--- src/rtl/dcp_pkg.sv ---
`timescale 1ns/1ps
package dcp_pkg;

  typedef enum logic [1:0] {
    ST_OFF  = 2'd0,
    ST_WAIT = 2'd1,
    ST_HIGH = 2'd2,
    ST_DONE = 2'd3
  } dcp_state_e;

  localparam logic [1:0] ADDR_CTRL = 2'd0;
  localparam logic [1:0] ADDR_PRI  = 2'd1;
  localparam logic [1:0] ADDR_SEC  = 2'd2;
  localparam logic [1:0] ADDR_CLR  = 2'd3;

  localparam logic [2:0] MODE_ONCE = 3'b100;
  localparam logic [2:0] MODE_CONT = 3'b101;

  localparam int TSEL_LSB = 3;

  function automatic logic mode_active(input logic [2:0] m);
    return (m == MODE_ONCE) || (m == MODE_CONT);
  endfunction

endpackage

--- src/rtl/dcp_regs.sv ---
`timescale 1ns/1ps
module dcp_regs
  import dcp_pkg::*;
#(
  parameter int CNT_W = 16,
  parameter int SEL_W = 1
) (
  input  logic             clk,
  input  logic             rst,
  input  logic             wr_en,
  input  logic [1:0]       wr_sel,
  input  logic [CNT_W-1:0] wr_data,
  output logic [2:0]       mode_q,
  output logic [SEL_W-1:0] tsel_q,
  output logic [CNT_W-1:0] pri_q,
  output logic [CNT_W-1:0] sec_q,
  output logic             ctrl_wr,
  output logic             flag_clr
);

  assign ctrl_wr  = wr_en && (wr_sel == ADDR_CTRL);
  assign flag_clr = wr_en && (wr_sel == ADDR_CLR) && wr_data[0];

  always_ff @(posedge clk) begin
    if (rst) begin
      mode_q <= '0;
      tsel_q <= '0;
      pri_q  <= '0;
      sec_q  <= '0;
    end else if (wr_en) begin
      case (wr_sel)
        ADDR_CTRL: begin
          mode_q <= wr_data[2:0];
          tsel_q <= wr_data[TSEL_LSB +: SEL_W];
        end
        ADDR_PRI: pri_q <= wr_data;
        ADDR_SEC: sec_q <= wr_data;
        default:  ;
      endcase
    end
  end


  cmp_hold_chk: assert property (@(posedge clk) disable iff (rst)
    (wr_en && wr_sel != ADDR_PRI) |=> $stable(pri_q));

endmodule

--- src/rtl/dcp_tsel.sv ---
`timescale 1ns/1ps
module dcp_tsel #(
  parameter int CNT_W   = 16,
  parameter int NUM_TMR = 2,
  localparam int SEL_W  = (NUM_TMR > 1) ? $clog2(NUM_TMR) : 1
) (
  input  logic [NUM_TMR-1:0][CNT_W-1:0] cnt_vec,
  input  logic [NUM_TMR-1:0]            tick_vec,
  input  logic [SEL_W-1:0]              sel,
  output logic [CNT_W-1:0]              cnt,
  output logic                          tick
);

  always_comb begin
    cnt  = '0;
    tick = 1'b0;
    for (int i = 0; i < NUM_TMR; i++) begin
      if (sel == SEL_W'(i)) begin
        cnt  = cnt_vec[i];
        tick = tick_vec[i];
      end
    end
  end

endmodule

--- src/rtl/dcp_match.sv ---
`timescale 1ns/1ps
module dcp_match #(
  parameter int CNT_W = 16
) (
  input  logic [CNT_W-1:0] cnt,
  input  logic             tick,
  input  logic [CNT_W-1:0] pri,
  input  logic [CNT_W-1:0] sec,
  output logic             hit_pri,
  output logic             hit_sec
);

  assign hit_pri = tick && (cnt == pri);
  assign hit_sec = tick && (cnt == sec);

endmodule

--- src/rtl/dcp_fsm.sv ---
`timescale 1ns/1ps
module dcp_fsm
  import dcp_pkg::*;
(
  input  logic       clk,
  input  logic       rst,
  input  logic       ctrl_wr,
  input  logic [2:0] new_mode,
  input  logic [2:0] mode_q,
  input  logic       hit_pri,
  input  logic       hit_sec,
  input  logic       tick,
  input  logic       flag_clr,
  input  logic       irq_en,
  output logic       pin_q,
  output logic       flag_q,
  output logic       irq_q
);

  dcp_state_e st_q, st_d;
  logic pin_d, flag_d, fall;

  always_comb begin
    st_d  = st_q;
    pin_d = pin_q;
    fall  = 1'b0;
    if (ctrl_wr) begin
      pin_d = 1'b0;
      st_d  = mode_active(new_mode) ? ST_WAIT : ST_OFF;
    end else begin
      case (st_q)
        ST_WAIT: if (hit_pri) begin
          pin_d = 1'b1;
          st_d  = ST_HIGH;
        end
        ST_HIGH: if (hit_sec) begin
          pin_d = 1'b0;
          fall  = 1'b1;
          st_d  = (mode_q == MODE_CONT) ? ST_WAIT : ST_DONE;
        end
        default: ;
      endcase
    end
    flag_d = fall | (flag_q & ~flag_clr);
  end

  always_ff @(posedge clk) begin
    if (rst) begin
      st_q   <= ST_OFF;
      pin_q  <= 1'b0;
      flag_q <= 1'b0;
      irq_q  <= 1'b0;
    end else begin
      st_q   <= st_d;
      pin_q  <= pin_d;
      flag_q <= flag_d;
      irq_q  <= flag_d & irq_en;
    end
  end


  ctrl_low_chk: assert property (@(posedge clk) disable iff (rst)
    ctrl_wr |=> !pin_q);


  once_done_chk: assert property (@(posedge clk) disable iff (rst)
    (st_q == ST_DONE && !ctrl_wr) |=> !pin_q);


  no_tick_chk: assert property (@(posedge clk) disable iff (rst)
    (!tick && !ctrl_wr) |=> $stable(pin_q));


  flag_set_chk: assert property (@(posedge clk) disable iff (rst)
    (st_q == ST_HIGH && hit_sec && !ctrl_wr) |=> flag_q);


  irq_flag_chk: assert property (@(posedge clk) disable iff (rst)
    irq_q |-> flag_q);


  off_low_chk: assert property (@(posedge clk) disable iff (rst)
    !mode_active(mode_q) |=> !pin_q);

endmodule

--- src/rtl/dual_cmp_pulse.sv ---
`timescale 1ns/1ps
module dual_cmp_pulse #(
  parameter int CNT_W   = 16,
  localparam int NUM_TMR = 2,
  localparam int SEL_W   = 1
) (
  input  logic             clk,
  input  logic             rst,
  input  logic             wr_en,
  input  logic [1:0]       wr_sel,
  input  logic [CNT_W-1:0] wr_data,
  input  logic [CNT_W-1:0] tmr_a_cnt,
  input  logic             tmr_a_tick,
  input  logic [CNT_W-1:0] tmr_b_cnt,
  input  logic             tmr_b_tick,
  input  logic             irq_en,
  output logic             pin_out,
  output logic             flag_out,
  output logic             irq_out
);

  logic [2:0]       mode_q;
  logic [SEL_W-1:0] tsel_q;
  logic [CNT_W-1:0] pri_q, sec_q, cnt_s;
  logic             ctrl_wr, flag_clr, tick_s, hit_pri, hit_sec;

  logic [NUM_TMR-1:0][CNT_W-1:0] cnt_vec;
  logic [NUM_TMR-1:0]            tick_vec;

  assign cnt_vec  = {tmr_b_cnt, tmr_a_cnt};
  assign tick_vec = {tmr_b_tick, tmr_a_tick};

  dcp_regs #(.CNT_W(CNT_W), .SEL_W(SEL_W)) u_regs (
    .clk(clk), .rst(rst), .wr_en(wr_en), .wr_sel(wr_sel), .wr_data(wr_data),
    .mode_q(mode_q), .tsel_q(tsel_q), .pri_q(pri_q), .sec_q(sec_q),
    .ctrl_wr(ctrl_wr), .flag_clr(flag_clr)
  );

  dcp_tsel #(.CNT_W(CNT_W), .NUM_TMR(NUM_TMR)) u_tsel (
    .cnt_vec(cnt_vec), .tick_vec(tick_vec), .sel(tsel_q),
    .cnt(cnt_s), .tick(tick_s)
  );

  dcp_match #(.CNT_W(CNT_W)) u_match (
    .cnt(cnt_s), .tick(tick_s), .pri(pri_q), .sec(sec_q),
    .hit_pri(hit_pri), .hit_sec(hit_sec)
  );

  dcp_fsm u_fsm (
    .clk(clk), .rst(rst), .ctrl_wr(ctrl_wr), .new_mode(wr_data[2:0]),
    .mode_q(mode_q), .hit_pri(hit_pri), .hit_sec(hit_sec), .tick(tick_s),
    .flag_clr(flag_clr), .irq_en(irq_en),
    .pin_q(pin_out), .flag_q(flag_out), .irq_q(irq_out)
  );


  unsel_tmr_chk: assert property (@(posedge clk) disable iff (rst)
    (tsel_q == 1'b0 && !tmr_a_tick && !ctrl_wr) |=> $stable(pin_out));

endmodule

--- config.mk ---
export PLATFORM = sky130hd
export DESIGN_NAME = dual_cmp_pulse
export DESIGN_NICKNAME = d
export VERILOG_FILES = /design/src/rtl/dcp_pkg.sv /design/src/rtl/dcp_regs.sv /design/src/rtl/dcp_tsel.sv /design/src/rtl/dcp_match.sv /design/src/rtl/dcp_fsm.sv /design/src/rtl/dual_cmp_pulse.sv
export SDC_FILE = /design/constraint.sdc
export NUM_CORES = 1
export LEC_CHECK = 0
export CAP_MARGIN = 20
export CORE_UTILIZATION = 30
export CTS_CLUSTER_DIAMETER = 40
export DETAILED_ROUTE_END_ITERATION = 8
export DONT_BUFFER_PORTS = 1
export PLACE_DENSITY_LB_ADDON = 0.1
export SYNTH_ARGS = -nofsm -noshare
export SYNTH_HDL_FRONTEND = slang
export SYNTH_SLANG_ARGS = --single-unit
--- constraint.sdc ---
create_clock -name clk -period 2.3 [get_ports clk]
set_input_delay 0.46 -clock clk [delete_from_list [all_inputs] [get_ports clk]]
set_output_delay 0.46 -clock clk [all_outputs]
set_load 0.005 [all_outputs]
==> PnR_summary.wiki <==
{| class="wikitable"
! Metric !! Value
|-
| Result of the run || completed
|-
| CP Cell Sequence || buf_12 > buf_4 > mux2i_2 > xor2_1 > nand4_1 > o32a_1 > o31ai_2 > nor2_1
|-
| Final worst setup slack || 0.0797 ns
|-
| Number of I/O port buffers || 0
|-
| Final design instance area without fill || approximately 2600 sq um
|-
| Crit path arrival time || about 2.4 ns
|-
| Total detailed-routing wirelength || a little over 6 mm
|-
| Synth unique cells || 35
|-
| Average size of a mapped cell || around 8.1 sq um
|-
| Worst min-delay path category || input port to flip-flop
|-
| Sequential standard cell area || roughly 820 sq um
|-
| Number of hold buffers added after cts || 0
|-
| Leakage power of the design || around 0.00084 uW
|-
| Leading cell type in the layout, fill and taps excluded || sky130_fd_sc_hd__nand2_1
|-
| Cell-internal power || about 1100 uW
|-
| Worst setup path class || flip-flop to flip-flop
|-
| Core region area || slightly below 7000 sq um
|-
| Seq pwr share || 0.508
|-
| # DRC || 0
|-
| Max-Cap Viols || 0
|-
| F_max || between 400 and 500 MHz
|-
| Final Total Pwr || roughly 1500 uW
|-
| Final Skew || approximately 0.0070 ns
|-
| Placed standard-cell area || between 2000 and 2500 sq um
|-
| Root buf cell || sky130_fd_sc_hd__clkbuf_8
|-
| Fin crit share || 0.965
|-
| Die footprint || about 7500 sq um
|-
| IR drop worst, VDD || 0.190 mV
|-
| Setup TNS || 0 ns
|-
| Slew Limit Fails || 0
|-
| Syn-to-layout area delta || 19.3%
|-
| Top_reg_cell synth || sky130_fd_sc_hd__dfxtp_1
|-
| Largest net degree at the start of global routing || slightly above 40
|-
| Number of routed nets with antenna violations || 0
|-
| Register clock-pin slew on the reported worst setup and hold paths || about 0.090 ns
|-
| Actual slew at the worst max-slew pin || 0.412 ns
|-
| Final critical-path required period || roughly 2.2 ns
|-
| Number of antenna violations at the first check in global routing || 0
|-
| Startpoint of the lowest-slack hold path || rst
|-
| Worst EP required || about 2.5 ns
|-
| Source of the worst register-to-register timing path || u_regs.tsel_q
|-
| TritonCTS Sinks || about 40
|-
| Largest delay contributor family on the critical path || compound AO/OA/AOI/OAI gates
|-
| Proportion of total power due to net switching || 0.279
|-
| Synth Net Count || roughly 320
|-
| Number of global-route vias before repair || 1748
|-
| Unrepaired setup endpoints after global routing || yes
|-
| Largest cells by area after synthesis || sky130_fd_sc_hd__dfxtp_1, sky130_fd_sc_hd__nand2_1, sky130_fd_sc_hd__mux2i_1
|-
| Fraction of registers with async set or reset after synthesis || 0
|-
| Critical Path Slowest Stage Cell || sky130_fd_sc_hd__o32a_1
|-
| I/O Pins || 59
|-
| Insertion delay to the later sink of the worst-skew pair || about 0.30 ns
|-
| Final Util || 0.375
|-
| Post-Synthesis Cells || approximately 270
|-
| Starting density of the core || 0.314
|-
| First-pass GRT wire length || about 9.3 mm
|-
| Overflow left after global routing || 0
|-
| Synthesis-stage register bit count || 41
|-
| Number of vias in the routed layout || about 1800
|-
| Highest-count cells in the layout ignoring fill and taps || sky130_fd_sc_hd__nand2_1, sky130_fd_sc_hd__dfxtp_1, sky130_fd_sc_hd__a21oi_1, sky130_fd_sc_hd__xnor2_1
|-
| Number of buffers created by CTS || 5
|-
| Vias/cell || 4.89
|-
| Count of endpoints failing hold in the final timing report || 0
|-
| Multi-input combinational cell area || between 1000 and 1500 sq um
|-
| Cell type contributing the most total cell area after synthesis || sky130_fd_sc_hd__dfxtp_1
|-
| Worst setup path startpoint || u_regs.tsel_q
|-
| Count of flip-flops with a built-in enable after synthesis || 0
|-
| Kind of end point of the critical path || flip-flop
|-
| Num rows || 30
|-
| Number of failing setup endpoints in the final timing report || 0
|-
| Portion of total power attributed to combinational logic || 0.175
|-
| Die Y || just under 90 microns
|-
| Layout net count || 335
|-
| Diodes inserted || 0
|-
| Drt initial violations || 124
|-
| Total net switching power || 416 uW
|-
| Clock group share of total power || 0.318
|-
| Wire per inst || about 16 microns
|-
| Largest fanout on the critical path || 13
|-
| PD cells || 580 nW/um^2
|-
| Yosys top cell area share || 0.380
|-
| Final GP Congestion || 0.805
|-
| Count of buffer and inverter cells on the critical path || 2
|-
| Ratio of cells with drive above 1 in the final layout || 0.162
|-
| Critical path launch point type || flip-flop
|-
| CTS HTree Levels || 2
|-
| Share of synthesized area occupied by flip-flops and latches || 0.380
|-
| Overall track demand over capacity in global routing || 0.168
|-
| Total number of yosys warnings || 0
|-
| CTS tree || yes
|-
| Clock buffer depth || 2
|-
| Worst slack, placed || -0.0361 ns
|-
| Worst slew margin || 0.726
|-
| DP Wirelength || approximately 4.4 mm
|-
| Horiz. Die Dim || 86.8 microns
|-
| Delay of the slowest cell on the worst path || about 0.44 ns
|-
| Synthesized area || roughly 2200 sq um
|-
| TritonRoute pass-1 iters || 4
|-
| Fillers || 741
|}
-- what timing repair did --
item                       4_1_cts  5_1_grt
pin swaps                        2        7
buffers inserted                 1        3
setup endpoints to repair        3        4
resized for setup                5       17
-- synthesized netlist by cell type, types with 2 or more instances --
cell                       count
sky130_fd_sc_hd__nand4_1       6
sky130_fd_sc_hd__ha_1          2
sky130_fd_sc_hd__a21oi_1      35
sky130_fd_sc_hd__nor3_1        2
sky130_fd_sc_hd__nor2_1       15
sky130_fd_sc_hd__mux2i_1      18
sky130_fd_sc_hd__mux2i_2       2
sky130_fd_sc_hd__nand2_1      66
sky130_fd_sc_hd__o21a_1        2
sky130_fd_sc_hd__nor4_1        4
sky130_fd_sc_hd__a211oi_1      2
sky130_fd_sc_hd__o21ai_0       7
sky130_fd_sc_hd__clkbuf_1     10
sky130_fd_sc_hd__xor2_1       11
sky130_fd_sc_hd__o211ai_1      2
sky130_fd_sc_hd__inv_1         5
sky130_fd_sc_hd__xnor2_1      18
sky130_fd_sc_hd__nand3b_1      2
sky130_fd_sc_hd__dfxtp_1      41
-- power by group through the flow --
stage	sequential [uW]	combinational, uW	clock [uW]
after global routing	762	286	522
after detailed placement	775	236	0
after CTS	758	245	493
after global placement	774	237	0
after floorplan	769	182	0
final	757	261	474
-- per-stage QoR --
step	hold slack, ns	std cells
5_1_grt	0.199	374
2_1_floorplan	0.448	266
4_1_cts	0.207	371
6_report	0.213	374
3_3_place_gp	0.450	362
3_5_place_dp	0.453	362
-- path summary, 6_finish.rpt --
path,endpoint,slack (ns),depth (start not counted)
setup / recovery,u_fsm.st_q[0],0.08,8
setup reg to reg,u_fsm.st_q[0],0.08,8
hold reg to reg,u_regs.pri_q[6],0.46,2
hold / removal,u_regs.pri_q[15],0.21,1
-- cell type report --
cell class                 count  area share
multi-input combinational    207       0.534
sequential                    41       0.319
timing repair buffer          17      0.0607
tap                           96      0.0466
clock buffer                   6      0.0282
inverter                       5     0.00729
clock inverter                 2     0.00389
-- state kept, by name, summed over array words and instances (netlist names) --
signal	flops
u_fsm.pin_q	1
u_fsm.flag_q	1
u_regs.sec_q	16
u_fsm.irq_q	1
u_fsm.st_q	2
u_regs.pri_q	16
u_regs.mode_q	3
u_regs.tsel_q	1
-- logic make-up after synthesis --
logic type	synth area share
AO/OA/AOI/OAI	0.153
XOR/XNOR	0.118
adder cells (fa/ha/maj)	0.0116
buffers and inverters	0.0354
flip-flops	0.380
multiplexers	0.0962
AND/OR/NAND/NOR	0.206
-- layer usage --
layer  up-vias  GRT usage  part of all wire
li1        922          -                 -
met1       851      0.220              0.47
met2        50      0.273              0.45
met3         7     0.0410             0.063
met4         0     0.0545             0.013
met5         -          0                 0
(Power assumes the default switching activity.)
